<file path="src/rtl/alarm_lvl_pkg.sv">
package alarm_lvl_pkg;
  localparam int LEVEL_COUNT = 3;
  localparam int CODE_W      = $clog2(LEVEL_COUNT);
  localparam int TOP_LEVEL   = LEVEL_COUNT - 1;

  typedef enum logic [CODE_W-1:0] {
    LVL_CALM  = 2'd0,
    LVL_WARN  = 2'd1,
    LVL_ALERT = 2'd2
  } level_e;
endpackage

</file>
<file path="src/rtl/alarm_next_level.sv">
module alarm_next_level
  import alarm_lvl_pkg::*;
(
  input  level_e cur_lvl,
  input  logic   bad_event,
  input  logic   clear,
  output level_e nxt_lvl
);
  always_comb begin
    nxt_lvl = cur_lvl;
    if (clear) begin
      nxt_lvl = LVL_CALM;
    end else if (bad_event) begin
      unique case (cur_lvl)
        LVL_CALM:  nxt_lvl = LVL_WARN;
        LVL_WARN:  nxt_lvl = LVL_ALERT;
        LVL_ALERT: nxt_lvl = LVL_ALERT;
        default:   nxt_lvl = LVL_CALM;
      endcase
    end
  end
endmodule

</file>
<file path="src/rtl/alarm_out_decode.sv">
module alarm_out_decode
  import alarm_lvl_pkg::*;
(
  input  logic                   clk,
  input  logic                   rst,
  input  level_e                 nxt_lvl,
  output logic [LEVEL_COUNT-1:0] onehot_q,
  output logic                   bell_q
);
  logic [LEVEL_COUNT-1:0] onehot_d;

  for (genvar g = 0; g < LEVEL_COUNT; g++) begin : g_bit
    assign onehot_d[g] = (nxt_lvl == level_e'(g));
  end

  always_ff @(posedge clk) begin
    if (rst) begin
      onehot_q <= LEVEL_COUNT'(1);
      bell_q   <= 1'b0;
    end else begin
      onehot_q <= onehot_d;
      bell_q   <= onehot_d[TOP_LEVEL];
    end
  end
endmodule

</file>
<file path="src/rtl/alarm_level_fsm.sv">
module alarm_level_fsm
  import alarm_lvl_pkg::*;
(
  input  logic                   clk,
  input  logic                   rst,
  input  logic                   bad_event_i,
  input  logic                   clear_i,
  output logic [CODE_W-1:0]      level_code_o,
  output logic [LEVEL_COUNT-1:0] level_onehot_o,
  output logic                   ring_bell_o
);
  level_e lvl_q;
  level_e lvl_d;

  alarm_next_level u_next (
    .cur_lvl   (lvl_q),
    .bad_event (bad_event_i),
    .clear     (clear_i),
    .nxt_lvl   (lvl_d)
  );

  always_ff @(posedge clk) begin
    if (rst) lvl_q <= LVL_CALM;
    else     lvl_q <= lvl_d;
  end

  alarm_out_decode u_dec (
    .clk      (clk),
    .rst      (rst),
    .nxt_lvl  (lvl_d),
    .onehot_q (level_onehot_o),
    .bell_q   (ring_bell_o)
  );

  assign level_code_o = lvl_q;
endmodule

</file>
<file path="config.mk">
export PLATFORM = sky130hd
export DESIGN_NAME = alarm_level_fsm
export DESIGN_NICKNAME = d
export VERILOG_FILES = /design/src/rtl/alarm_lvl_pkg.sv /design/src/rtl/alarm_next_level.sv /design/src/rtl/alarm_out_decode.sv /design/src/rtl/alarm_level_fsm.sv
export SDC_FILE = /design/constraint.sdc
export NUM_CORES = 1
export LEC_CHECK = 0
export BUFFER_PORTS_ARGS = -buffer_cell sky130_fd_sc_hd__buf_2
export CAP_MARGIN = 20
export CORE_AREA = 5 5 42 44
export DETAILED_ROUTE_END_ITERATION = 12
export DIE_AREA = 0 0 47 49
export MAX_ROUTING_LAYER = met4
export PLACE_DENSITY = 0.39
export SYNTH_ARGS = -nofsm -noshare
export SYNTH_HDL_FRONTEND = slang
export SYNTH_SLANG_ARGS = --single-unit
</file>
<file path="constraint.sdc">
create_clock -name clk -period 1.1 [get_ports clk]
set_input_delay 0.055 -clock clk [delete_from_list [all_inputs] [get_ports clk]]
set_output_delay 0.055 -clock clk [all_outputs]
set_load 0.01 [all_outputs]
</file>
==> flow_summary.json <==
{
  "num_vias": 169,
  "htreeDepth": 1,
  "drt-vias-per-instance": 3.60,
  "cp_top_family": "flip-flops",
  "powerDensity_mw_per_mm2": 1380,
  "insertion_delay_ns": 0.24,
  "yosys-top-cells-area": "dfxtp_1 54%, mux2i_1 11%, nor4b_1 9.5%",
  "drc_errors": 0,
  "netlist_instances": 16,
  "vdd_drop_max_v": 0.000454,
  "core_area_mm2": 0.00140,
  "diodes": 0,
  "grt_usage_pct": 5.72,
  "outcome": "complete, but fails checks",
  "r2r_slack_ns": -0.01,
  "hold_buffers": 0,
  "critPathSlowestCell": "dfxtp_2",
  "cts_buffer_depth": 2,
  "antenna_found_initial": 0,
  "routed_wl_um": 461,
  "ys_types": 8,
  "place.gp.congestion": 0.634,
  "start_util_pct": 13.2,
  "syn_nets": 21,
  "numClockSinks": 5,
  "rows": 14,
  "ys_seq_area_share_pct": 54.1,
  "path_cells": "inv_2, ha_4, mux2i_4, a211o_2",
  "fill_cells": 159,
  "dieWidth_um": 47,
  "cts_tree": "built",
  "hold_start": "rst",
  "drive_gt1_share_pct": 80.6,
  "dp_slack_ns": -0.0748,
  "multi_input_area_um2": 120,
  "path_clk_slew_ns": 0.05,
  "tightest_slew_ns": 0.217,
  "critPathMaxFanout": 4,
  "ys_ff_latch": 5,
  "yosys.area.top_type": "dfxtp_1",
  "synth.yosys.warnings": 0,
  "r2r-end": "u_dec.onehot_q[0]",
  "path_class": "reg -> reg",
  "area_growth_pct": 85.8,
  "syn_area_per_cell_um2": 11.6,
  "grt_max_degree": 6,
  "r2r_cells": 4,
  "wire_per_inst_um": 9.81,
  "fin_ws_ns": -0.0101,
  "port_buffers": 9,
  "slowest_delay_ns": 0.33,
  "hold_path_end": "u_dec.onehot_q[1]",
  "critPathArrivalTime_ns": 1.24,
  "ant_nets": 0,
  "path_buf_inv": 1,
  "drtIter0Drc": 6,
  "setup_violations": 1,
  "cts_root_buf": "clkbuf_4",
  "fin_nets": 37,
  "required_ns": 1.23,
  "cp-end-kind": "flop",
  "clock.fmax_ghz": 0.901,
  "skew_ns": 0.00437,
  "gr-total-overflow": 0,
  "maxCapViolCount": 0,
  "instances_no_fill": 47,
  "io_pins": 10,
  "yosysTopAreaCellShare_pct": 54.1,
  "grt_pass1_vias": 194,
  "slew_viol_final": 0,
  "finalCriticalPeriod_ns": 1.11,
  "worstHoldPathType": "in -> reg",
  "rsz0062_at_grt": "yes",
  "synth.cell_area_um2": 185,
  "holdPathStages": 2,
  "firstDrtPassIters": 4,
  "period_share_pct": 101,
  "violations": "negative setup slack",
  "fp.dieH_um": 49,
  "hpwl_um": 323,
  "crit_path_start_kind": "flop",
  "finalHoldViolations": 0,
  "regArea_um2": 103,
  "design.die.area_mm2": 0.00230,
  "maxSlewHeadroom_pct": 85.3,
  "cts_made_buffers": 3,
  "dp_cells": 43,
  "leakage_nw": 0.149,
  "reg2reg_from": "level_code_o[1]",
  "grt_pass1_wl_um": 828
}
synthesized netlist by cell type:
master	count
dfxtp_1	5
inv_1	2
mux2i_1	2
nor3_1	2
nor4b_1	2
a211o_2	1
buf_4	1
ha_1	1
layout make-up:
class | instances | share of cell area [%]
clock buffer | 4 | 7.64
inverter | 2 | 2.18
multi-input combinational | 8 | 34.9
sequential | 5 | 29.8
tap | 16 | 5.82
timing repair buffer | 12 | 19.6
cells by family after synthesis:
kind of cell               share of synthesized area (%)
muxes                                               10.8
DFF                                                 54.1
buffers and inverters                               8.11
adders and majority gates                           6.76
and+or+nand+nor                                     14.9
AOI/OAI and AO/OA                                   5.41
timing repair:
action / 4_1_cts / 5_1_grt
setup buffers: 0 / 0
endpoints found under the setup margin: 3 / 3
pin swaps: 1 / 0
resized for setup: 4 / 2
cell usage in the layout, fill, tap and decap left out, types with 2 or more instances in the layout:
master | synthesis | layout
buf_2 | 0 | 9
clkbuf_4 | 0 | 3
buf_4 | 1 | 3
dfxtp_1 | 5 | 3
inv_2 | 0 | 2
nor3_1 | 2 | 2
dfxtp_2 | 0 | 2
report_power, final:
group          internal, mW  switching, mW
Combinational        0.0369         0.0333
Clock                 0.137         0.0763
Sequential            0.189        0.00283
worst reg2reg max path, stage by stage, from the launching register on:
cell     delay, ns
dfxtp_2       0.33
inv_2         0.04
ha_4          0.26
mux2i_4       0.07
a211o_2       0.29
state kept, by name, summed over array words and instances (netlist names):
signal          count
level_code_o        2
u_dec.onehot_q      2
u_dec.bell_q        1
layer usage:
metal,part of all wire (%),GRT usage (%),up-vias
li1,-,-,86
met1,46,6.19,75
met2,41,6.11,8
met3,13,5.54,0
met4,0,4.15,0
met5,0,-,-
worst max path at each step:
stage / start / endpoint / slack (ns) / cells past startpoint
after floorplan: level_code_o[1] / u_dec.onehot_q[1] / -0.06 / 4
after global placement: level_code_o[1] / u_dec.onehot_q[1] / -0.03 / 4
after detailed placement: level_code_o[1] / u_dec.onehot_q[1] / -0.07 / 4
after CTS: level_code_o[0] / u_dec.onehot_q[0] / 0.001 / 4
after global routing: level_code_o[0] / u_dec.onehot_q[0] / -0.05 / 4
final: level_code_o[1] / u_dec.onehot_q[0] / -0.01 / 4
through the flow:
step / util (%) / power (mW) / setup TNS [ns] / instance area (um2) / hold slack [ns]
3_3_place_gp: 20.1 / 0.249 / -0.0634 / 282 / 0.279
2_1_floorplan: - / 0.221 / -0.112 / 201 / 0.124
3_5_place_dp: 20.1 / 0.250 / -0.0986 / 282 / 0.291
6_report: 24.6 / 0.476 / -0.0101 / 344 / 0.0660
4_1_cts: 23.5 / 0.484 / 0 / 329 / 0.0283
5_1_grt: 24.6 / 0.518 / -0.135 / 344 / 0.0582
Power figures use the tool's default switching activity.
